[config.mk]
export PLATFORM = sky130hd
export DESIGN_NAME = tdiv_gate
export DESIGN_NICKNAME = d
export VERILOG_FILES = /design/src/rtl/tdiv_pkg.sv /design/src/rtl/tdiv_ctrl.sv /design/src/rtl/tdiv_datapath.sv /design/src/rtl/tdiv_gate.sv
export SDC_FILE = /design/constraint.sdc
export NUM_CORES = 1
export LEC_CHECK = 0
export ABC_AREA = 1
export BUFFER_PORTS_ARGS = -buffer_cell sky130_fd_sc_hd__buf_2
export CORE_ASPECT_RATIO = 1.1
export CORE_MARGIN = 2
export CORE_UTILIZATION = 47
export CTS_CLUSTER_SIZE = 20
export DETAILED_ROUTE_END_ITERATION = 8
export PLACE_DENSITY = 0.72
export SLEW_MARGIN = 40
export SYNTH_ARGS = -nofsm -noshare
export SYNTH_HDL_FRONTEND = slang
export SYNTH_SLANG_ARGS = --single-unit
[constraint.sdc]
create_clock -name clk -period 2.5 [get_ports clk]
set_input_delay 0.375 -clock clk [delete_from_list [all_inputs] [get_ports clk]]
set_output_delay 0.375 -clock clk [all_outputs]
set_load 0.03 [all_outputs]
[src/rtl/tdiv_pkg.sv]
package tdiv_pkg;

  localparam int SEL_W   = 4;
  localparam int RATIO_W = 6;

  // strobes from control to datapath
  typedef struct packed {
    logic periodEnd;  // current period finishes at this edge
    logic loadRatio;  // take pending ratio into the counter
    logic runNext;    // next period runs (gate clear)
  } tdivStrobe_t;

  // selector code to divide ratio; zero marks an invalid code
  function automatic logic [RATIO_W-1:0] ratioOf(input logic [SEL_W-1:0] code);
    logic [RATIO_W-1:0] r;
    case (code)
      4'd1:    r = RATIO_W'(3);
      4'd2:    r = RATIO_W'(4);
      4'd3:    r = RATIO_W'(6);
      4'd4:    r = RATIO_W'(8);
      4'd5:    r = RATIO_W'(12);
      4'd6:    r = RATIO_W'(16);
      4'd7:    r = RATIO_W'(18);
      4'd8:    r = RATIO_W'(24);
      4'd10:   r = RATIO_W'(36);
      4'd11:   r = RATIO_W'(48);
      default: r = '0;
    endcase
    return r;
  endfunction

  function automatic logic codeOk(input logic [SEL_W-1:0] code);
    return ratioOf(code) != '0;
  endfunction

endpackage

[src/rtl/tdiv_ctrl.sv]
module tdiv_ctrl
  import tdiv_pkg::*;
#(
  parameter int REG_W    = 16,
  parameter int GATE_POS = 8,
  parameter logic [SEL_W-1:0] RESET_SEL = 4'd1
) (
  input  logic               clk,
  input  logic               rstN,
  input  logic               wrSel,
  input  logic               wrGate,
  input  logic [REG_W-1:0]   wrData,
  input  logic               running,
  input  logic               lastCycle,
  output logic [REG_W-1:0]   regView,
  output logic               selErr,
  output logic [RATIO_W-1:0] pendRatio,
  output tdivStrobe_t        strobe
);

  logic [SEL_W-1:0] selQ;
  logic             gateQ;
  logic             errQ;
  logic [SEL_W-1:0] newSel;
  logic             newOk;

  assign newSel = wrData[SEL_W-1:0];
  assign newOk  = codeOk(newSel);

  always_ff @(posedge clk) begin
    if (!rstN) begin
      selQ  <= RESET_SEL;
      gateQ <= 1'b1;
      errQ  <= 1'b0;
    end else begin
      if (wrSel) begin
        if (newOk) selQ <= newSel;
        errQ <= ~newOk;
      end
      if (wrGate) gateQ <= wrData[GATE_POS];
    end
  end

  always_comb begin
    regView                  = '0;
    regView[SEL_W-1:0]       = selQ;
    regView[GATE_POS]        = gateQ;
  end

  assign selErr    = errQ;
  assign pendRatio = ratioOf(selQ);

  always_comb begin
    strobe.periodEnd = ~running | lastCycle;
    strobe.loadRatio = ~running | lastCycle;
    strobe.runNext   = ~gateQ;
  end

endmodule

[src/rtl/tdiv_datapath.sv]
module tdiv_datapath
  import tdiv_pkg::*;
#(
  parameter logic [RATIO_W-1:0] RESET_RATIO = RATIO_W'(3)
) (
  input  logic               clk,
  input  logic               rstN,
  input  tdivStrobe_t        strobe,
  input  logic [RATIO_W-1:0] pendRatio,
  output logic               clkEn,
  output logic               clkOut,
  output logic               running,
  output logic [RATIO_W-1:0] curRatio
);

  logic [RATIO_W-1:0] cntQ, cntN;
  logic [RATIO_W-1:0] ratioQ, ratioN;
  logic               runQ, runN;
  logic               enQ, outQ;
  logic [RATIO_W-1:0] highLen;

  always_comb begin
    if (strobe.periodEnd) begin
      runN   = strobe.runNext;
      cntN   = '0;
      ratioN = strobe.loadRatio ? pendRatio : ratioQ;
    end else begin
      runN   = runQ;
      cntN   = cntQ + RATIO_W'(1);
      ratioN = ratioQ;
    end
    // ceil(N/2) high cycles
    highLen = ratioN - (ratioN >> 1);
  end

  always_ff @(posedge clk) begin
    if (!rstN) begin
      cntQ   <= '0;
      ratioQ <= RESET_RATIO;
      runQ   <= 1'b0;
      enQ    <= 1'b0;
      outQ   <= 1'b0;
    end else begin
      cntQ   <= cntN;
      ratioQ <= ratioN;
      runQ   <= runN;
      enQ    <= runN & (cntN == ratioN - RATIO_W'(1));
      outQ   <= runN & (cntN < highLen);
    end
  end

  assign clkEn    = enQ;
  assign clkOut   = outQ;
  assign running  = runQ;
  assign curRatio = ratioQ;

endmodule

[src/rtl/tdiv_gate.sv]
module tdiv_gate
  import tdiv_pkg::*;
#(
  parameter int REG_W    = 16,
  parameter int GATE_POS = 8
) (
  input  logic             clk,
  input  logic             rstN,
  input  logic             wrSel,
  input  logic             wrGate,
  input  logic [REG_W-1:0] wrData,
  output logic [REG_W-1:0] rdData,
  output logic             selErr,
  output logic             clkEn,
  output logic             clkOut
);

  localparam logic [SEL_W-1:0]   RESET_SEL   = 4'd1;
  localparam logic [RATIO_W-1:0] RESET_RATIO = ratioOf(RESET_SEL);

  tdivStrobe_t        strobe;
  logic [RATIO_W-1:0] pendRatio;
  logic [RATIO_W-1:0] curRatio;
  logic               running;

  tdiv_ctrl #(
    .REG_W(REG_W), .GATE_POS(GATE_POS), .RESET_SEL(RESET_SEL)
  ) u_ctrl (
    .clk(clk), .rstN(rstN), .wrSel(wrSel), .wrGate(wrGate), .wrData(wrData),
    .running(running), .lastCycle(clkEn), .regView(rdData), .selErr(selErr),
    .pendRatio(pendRatio), .strobe(strobe)
  );

  tdiv_datapath #(
    .RESET_RATIO(RESET_RATIO)
  ) u_dp (
    .clk(clk), .rstN(rstN), .strobe(strobe), .pendRatio(pendRatio),
    .clkEn(clkEn), .clkOut(clkOut), .running(running), .curRatio(curRatio)
  );

endmodule

==> results by group, run 1 <==
Timing
  • Number of hold-slack violations in the final timing report: 0
  • Post-route minimum period: 2310 ps
  • Fraction of the cycle the final worst path needs: between 90% and 100%
  • Worst Clk Skew: 7.28 ps
  • Max-slew violations: 0
  • Final Setup Violations: 0
  • RSZ-0062 raised after global routing: false
  • Achievable frequency: 0.433 GHz
  • Total negative slack: 0 ps

Detailed routing
  • Post-detailed-route via-to-cell ratio: 4.61
  • Starting DRC count in detailed routing: 43
  • Wire per inst: 9.93 um
  • Aggregate routed wire length: 3370 um
  • Overall via count from detail_route: 1562
  • DRC violation count after routing: 0
  • Count of antenna-violating nets left after detailed routing: 0
  • DRT Pass-1 Iters: 4

GRT
  • Wire length of the first global-routing pass: around 6200 um
  • Congestion Overflow GR: 0
  • Number of global-route vias before repair: around 1600
  • Antenna violations before repair: 0
  • Aggregate global-route resource usage: 16.6%
  • Maximum number of pins on one net before global-route repair: 16

Job
  • Max-cap violations: 0

Power
  • Leakage: 1.11 nW
  • Combinational fraction of design power: 42.2%
  • Maximum VDD drop: 0.282 mV
  • Internal power consumption: 0.785 mW
  • Total power per unit cell area: 593 nW/um2
  • Power Total: approximately 1.3 mW
  • Switching power summed over all nets: 0.487 mW
  • Clk network pwr share: 19.8%
  • Flop pwr share: 38.0%
  • Switching share of power: 38.3%

Logic synthesis
  • Avg Inst Size Synth: 7.27 um2
  • Async SR Flop Fraction: 0%
  • Cell area after synthesis: 1920 um2
  • #FFs+latches synth: 27
  • Xor/xnor share of the synthesized area: about 2.7%
  • Ranking of synthesized cells by instance count: sky130_fd_sc_hd__nand2_1, sky130_fd_sc_hd__inv_1, sky130_fd_sc_hd__nand3_1
  • Cell type contributing the most total cell area after synthesis: sky130_fd_sc_hd__dfxtp_1
  • Library cell with the highest instance count after synthesis: sky130_fd_sc_hd__nand2_1
  • Ys flop type: sky130_fd_sc_hd__dfxtp_1
  • Top-area cell type share of the netlist area: about 28%
  • Sequential area share after synthesis: 28.1%
  • Count of distinct cell types in the synthesized netlist: 30
  • Total number of yosys warnings: 0
  • Complex-gate fraction of the synthesized area: 10.2%
  • Largest family of logic cells by synthesized area: simple AND/OR/NAND/NOR gates
  • Cells after synthesis: about 260
  • Most area-consuming cells after synthesis: sky130_fd_sc_hd__dfxtp_1, sky130_fd_sc_hd__nand2_1, sky130_fd_sc_hd__ha_1
  • Simple-gate area share of the yosys netlist: between 30% and 40%
  • Number of synthesized flops with an enable pin: 0
  • Adder-cell area share of the yosys netlist: 11.5%
  • Multiplexer fraction of the synthesized cell area: 0%

Finish
  • Net count reported at finish: 325
  • Post-layout instance count excluding filler cells: 339
  • Layout cell share with drive strength beyond 1: a little over a fifth
  • Antenna diode instance count: 0
  • Area grow syn2layout: 11.7%
  • Fill cell total of the finished layout: between 300 and 400

Critical path
  • Launching element type of the critical path: flip-flop
  • Arrival time of data at the critical path endpoint: 2520 ps
  • Setup crit end kind: flip-flop
  • Category of the critical setup timing path: flip-flop to flip-flop
  • Required time reported for the critical path endpoint: between 2000 and 3000 ps
  • Crit Path Max Fanout: 13

Place
  • Placed Instances: 332
  • Number of buffers inserted by port buffering: 16
  • Detailed Place HPWL: 2680 um
  • GPL Wtd Cong: 0.787

Outcome
  • Status: finished, final reports clean

Die
  • Number of ports placed on the die boundary: 39
  • Die Width: 65.0 um
  • Core outline area: 3930 um2
  • Initial standard-cell utilization of the core: 48.8%
  • Full die area: approximately 4600 um2
  • Std cell rows: 24
  • Die span in y: 71.0 um

Clock network
  • Largest buffer count on any clock path: 2
  • Number of clock sinks: 27
  • Worst skew pair latency: 270 ps
  • Number of H-tree levels: 1
  • Clock buffers created by TritonCTS: 3
  • CTS clock-pin slew for the worst setup and hold paths: about 100 ps
  • Clock root cell: sky130_fd_sc_hd__clkbuf_8
  • CTS tree: built

Hold path
  • Type of the most critical hold path: input pin to flip-flop
==> layout by cell type, fill, tap and decap left out, drive strengths merged <==
master	n
nand2	68
inv	40
nor2	31
nand3	28
dfxtp	27
buf	25
ha	16
o21ai	14
conb	11
a21oi	7
nand4	4
xor2	3
clkbuf	3
nor3	2
o21a	2
xnor2	2
o31ai	1
o211ai	1
fa	1
clkinv	1
==> final timing paths <==
path                             startpoint  cells past startpoint                   endpoint  slack [ps]
setup / recovery    u_dp.running$_SDFF_PN0_                     12     u_dp.clkOut$_SDFF_PN0_         190
hold / removal                       wrGate                      2  u_ctrl.gateQ$_SDFFE_PN1P_         290
setup reg to reg    u_dp.running$_SDFF_PN0_                     12     u_dp.clkOut$_SDFF_PN0_         190
hold reg to reg   u_ctrl.gateQ$_SDFFE_PN1P_                      2  u_ctrl.gateQ$_SDFFE_PN1P_         500
==> area by class of cell <==
type | count | area [um2] | area share, %
Tap cell | 52 | 65.1 | 3.03
Inverter | 40 | 150 | 7.00
Sequential cell | 27 | 546 | 25.4
Timing Repair Buffer | 25 | 160 | 7.46
Clock inverter | 1 | 5.00 | 0.233
Multi-Input combinational cell | 191 | 1180 | 54.9
Clock buffer | 3 | 41.3 | 1.92
==> worst max-delay path: stages (launching register included) <==
cell and delay (ps):
sky130_fd_sc_hd__dfxtp_4 370, sky130_fd_sc_hd__buf_12 100, sky130_fd_sc_hd__nand2_8 100, sky130_fd_sc_hd__buf_4 180
sky130_fd_sc_hd__nand2_4 60, sky130_fd_sc_hd__o21ai_4 80, sky130_fd_sc_hd__fa_1 440, sky130_fd_sc_hd__o21ai_1 180
sky130_fd_sc_hd__xor2_1 190, sky130_fd_sc_hd__ha_1 250, sky130_fd_sc_hd__nand2_1 80, sky130_fd_sc_hd__o211ai_1 110
sky130_fd_sc_hd__nor2_1 110
==> kinds of logic (layout without fill, tap and decap cells) <==
family          after synthesis  in the layout
compound gates               25             25
xor+xnor                      5              5
fa+ha+maj                    17             17
buf+inv                      56             69
flops                        27             27
other cells                   1             11
simple gates                133            133
==> routing by layer <==
metal  wire, um  share of wire [%]  track usage, %
met1       1580                 47            19.5
met5          0                  0               0
met2       1670                 50            30.5
met3         49                1.5            1.91
met4         61                1.8            6.38
==> registers in the layout, indices dropped and copies added (netlist names) <==
register / count
u_dp.cntQ: 6
u_ctrl.selErr: 1
u_dp.running: 1
u_ctrl.selQ: 4
u_dp.curRatio: 6
u_ctrl.pendRatio: 6
u_ctrl.gateQ: 1
u_dp.clkEn: 1
u_dp.clkOut: 1
==> power groups by stage <==
| stage | clock network (mW) | registers [mW] | logic [mW] |
|---|---|---|---|
| after floorplan | 0 | 0.509 | 0.404 |
| after global placement | 0 | 0.493 | 0.488 |
| after detailed placement | 0 | 0.494 | 0.498 |
| after CTS | 0.255 | 0.485 | 0.501 |
| after global routing | 0.273 | 0.488 | 0.610 |
| final | 0.252 | 0.484 | 0.537 |
==> per-stage QoR <==
stage               hold WS (ps)  utilization [%]  worst slack, ps  area, um2
finish                       293             54.5              193       2150
global route                 331             54.5             4.55       2150
CTS                          287             52.4             19.0       2060
detailed placement           485             51.3             48.0       2020
global placement             482             51.3             73.5       2020
floorplan                    454                -              136       1960
==> repair_timing <==
action	4_1_cts	5_1_grt
setup endpoints to repair	0	1
setup buffers	0	3
resized for setup	0	9
hold buffers	0	0
Power figures use the tool's default switching activity.
==> run 2, diff against run 1 <==
SYNTH_HIERARCHICAL = 1   (was default)
==> run 2 against run 1 <==
Net effect:
- the run now ends with setup timing left
- critical path depth rose by 8
- hold slack improved by 0.89 ps
- sequential share of layout area shrank 1.5 points
- largest cell class unchanged
- critical path type unchanged
- global-route usage is 1.7 points higher
==> results by group, run 2 <==
Critical path
  • Required time reported for the critical path endpoint: 2720 ps
  • Arrival time of data at the critical path endpoint: 2730 ps
  • Category of the critical setup timing path: flip-flop to flip-flop
  • Register-to-Register Setup Slack: -10 ps
  • Setup crit end kind: flip-flop
  • Launching element type of the critical path: flip-flop
  • Crit Path Max Fanout: 7

Timing
  • Fraction of the cycle the final worst path needs: 100%
  • Achievable frequency: 0.398 GHz
  • Number of hold-slack violations in the final timing report: 0
  • Final worst slack: -11.8 ps
  • Post-route minimum period: 2510 ps
  • RSZ-0062 raised after global routing: true
  • Worst Clk Skew: 4.59 ps
  • Final Setup Violations: 1
  • Max-slew violations: 0
  • Total negative slack: -11.8 ps

Hold path
  • Type of the most critical hold path: input pin to flip-flop

Place
  • Worst slack at placement: -110 ps
  • Detailed Place HPWL: 3050 um
  • Dpl cell area: around 2200 um2
  • GPL Wtd Cong: around 0.87
  • Placed Instances: between 300 and 400
  • Number of buffers inserted by port buffering: 16

Logic synthesis
  • Cell area after synthesis: 1980 um2
  • Number of synthesized flops with an enable pin: 0
  • Library cell with the highest instance count after synthesis: sky130_fd_sc_hd__nand2_1
  • Async SR Flop Fraction: 0%
  • #FFs+latches synth: 27
  • Cell type contributing the most total cell area after synthesis: sky130_fd_sc_hd__dfxtp_1
  • Avg Inst Size Synth: 7.26 um2
  • Total number of yosys warnings: 6
  • Top-area cell type share of the netlist area: approximately 27%
  • Ys flop type: sky130_fd_sc_hd__dfxtp_1
  • Count of distinct cell types in the synthesized netlist: 32
  • Sequential area share after synthesis: 27.3%
  • Ranking of synthesized cells by instance count: sky130_fd_sc_hd__nand2_1, sky130_fd_sc_hd__inv_1, sky130_fd_sc_hd__dfxtp_1, sky130_fd_sc_hd__nand3_1, sky130_fd_sc_hd__nor2_1
  • Most area-consuming cells after synthesis: sky130_fd_sc_hd__dfxtp_1, sky130_fd_sc_hd__ha_1, sky130_fd_sc_hd__nand2_1
  • Cells after synthesis: 273

Clock network
  • Hold_buf cts: 0
  • Clock root cell: sky130_fd_sc_hd__clkbuf_8
  • CTS tree: built
  • Number of buffers inserted by post-CTS setup repair: 0
  • Worst skew pair latency: a little under 300 ps
  • Clock buffers created by TritonCTS: 3
  • Number of clock sinks: 27
  • Largest buffer count on any clock path: 2
  • Number of H-tree levels: 1
  • CTS clock-pin slew for the worst setup and hold paths: approximately 110 ps

Finish
  • Layout cell share with drive strength beyond 1: 24.8%
  • Post-layout instance count excluding filler cells: 355
  • Most common cell after layout, fill and taps aside: sky130_fd_sc_hd__nand2_1
  • Commonest non-fill, non-tap cells in the layout: sky130_fd_sc_hd__nand2_1, sky130_fd_sc_hd__inv_1, sky130_fd_sc_hd__nand3_1
  • Antenna diode instance count: 0
  • Net count reported at finish: 348
  • Final design area excluding fillers: between 2000 and 2500 um2
  • Area grow syn2layout: 15.7%

Die
  • Std cell rows: 24
  • Full die area: 4750 um2
  • Number of ports placed on the die boundary: 39
  • Initial standard-cell utilization of the core: 49.6%
  • Core outline area: about 4000 um2
  • Die span in y: 72.1 um
  • Die Width: ~66 um

GRT
  • Wire length of the first global-routing pass: approximately 6700 um
  • Aggregate global-route resource usage: 18.3%
  • Number of global-route vias before repair: 1533
  • Congestion Overflow GR: 0
  • Maximum number of pins on one net before global-route repair: 18
  • Antenna violations before repair: 0

Detailed routing
  • Count of antenna-violating nets left after detailed routing: 0
  • Post-detailed-route via-to-cell ratio: 4.71
  • Overall via count from detail_route: ~1700
  • Aggregate routed wire length: 3830 um
  • DRC violation count after routing: 0
  • Starting DRC count in detailed routing: 40
  • DRT Pass-1 Iters: 4
  • Wire per inst: approximately 11 um

Outcome
  • Status: finished with violations
  • Failing checks: setup timing

Power
  • Total power per unit cell area: 626 nW/um2
  • Maximum VDD drop: 0.268 mV
  • Power Total: between 1 and 1.5 mW
  • Leakage: 1.20 nW

Job
  • Max-cap violations: 0
==> run 2: path summary, 6_finish.rpt <==
| path | from | to | depth (start not counted) |
|---|---|---|---|
| setup / recovery | u_dp/clkEn$_SDFF_PN0_ | u_dp/clkOut$_SDFF_PN0_ | 20 |
| hold / removal | wrData[8] | u_ctrl/gateQ$_SDFFE_PN1P_ | 3 |
| setup reg to reg | u_dp/clkEn$_SDFF_PN0_ | u_dp/clkOut$_SDFF_PN0_ | 20 |
| hold reg to reg | u_ctrl/selQ[0]$_SDFFE_PN1P_ | u_ctrl/selQ[0]$_SDFFE_PN1P_ | 2 |
==> run 2: logic make-up (layout without fill, tap and decap cells) <==
family	count (synthesis)	in the layout	synth area share (%)
simple gates	141	142	35.1
compound gates	18	18	6.44
flops	27	27	27.3
xor+xnor	3	3	1.33
fa+ha+maj	24	24	15.5
other cells	1	11	0.189
buf+inv	59	78	14.2
==> run 2: final cells by class <==
class | instances | area, um2
fillers | 396 | 1700
multi-input cells | 198 | 1270
flip-flops and latches | 27 | 548
repair buffers | 30 | 185
inverters | 44 | 175
well taps | 52 | 65.1
clock buffers | 3 | 41.3
clock inverters | 1 | 8.76
==> run 2: critical path, cell delays in order (launching register included) <==
cell                      delay (ps)
sky130_fd_sc_hd__dfxtp_4         370
sky130_fd_sc_hd__inv_6            80
sky130_fd_sc_hd__nand2_8          90
sky130_fd_sc_hd__nand2_8         100
sky130_fd_sc_hd__nand2_1          60
sky130_fd_sc_hd__nand2_2          80
sky130_fd_sc_hd__inv_4            50
sky130_fd_sc_hd__ha_4            260
sky130_fd_sc_hd__inv_1            50
sky130_fd_sc_hd__a21oi_2         140
sky130_fd_sc_hd__nand2_1          70
sky130_fd_sc_hd__nand2_1          70
sky130_fd_sc_hd__nand2_1          60
sky130_fd_sc_hd__a21oi_2         130
sky130_fd_sc_hd__xor2_1          160
sky130_fd_sc_hd__ha_1            260
sky130_fd_sc_hd__nand2_1          90
sky130_fd_sc_hd__nor2_1           50
sky130_fd_sc_hd__o21ai_0          60
sky130_fd_sc_hd__nand3_1         110
sky130_fd_sc_hd__nor3_2          110
==> run 2: what timing repair did <==
| item | in CTS | in global routing |
|---|---|---|
| pin swaps | 2 | 3 |
| gates cloned | 1 | 0 |
| endpoints found under the setup margin | 1 | 1 |
| gates resized for setup | 5 | 2 |
| endpoints found under the hold margin | 0 | 0 |
==> run 2: per-layer routing <==
layer  part of all wire [%]  up-vias  GRT usage, %  wire, um
met5                      0        -             0         0
met4                    1.8        0          8.10        70
met3                    2.0        6          2.33        78
met2                     51       22          31.9      1960
met1                     45      741          22.3      1720
li1                       -      903             -         -
==> run 2: per-stage QoR <==
step / hold slack, ps / utilization, %
detailed placement: 480 / 55.2
CTS: 297 / 57.2
floorplan: 444 / -
finish: 294 / 57.4
global route: 312 / 57.4
global placement: 476 / 55.2
==> run 2: report_power, final <==
group          internal, mW  switching [mW]
Sequential            0.464          0.0159
Clock                 0.118           0.158
Combinational         0.279           0.400
Total                 0.860           0.574
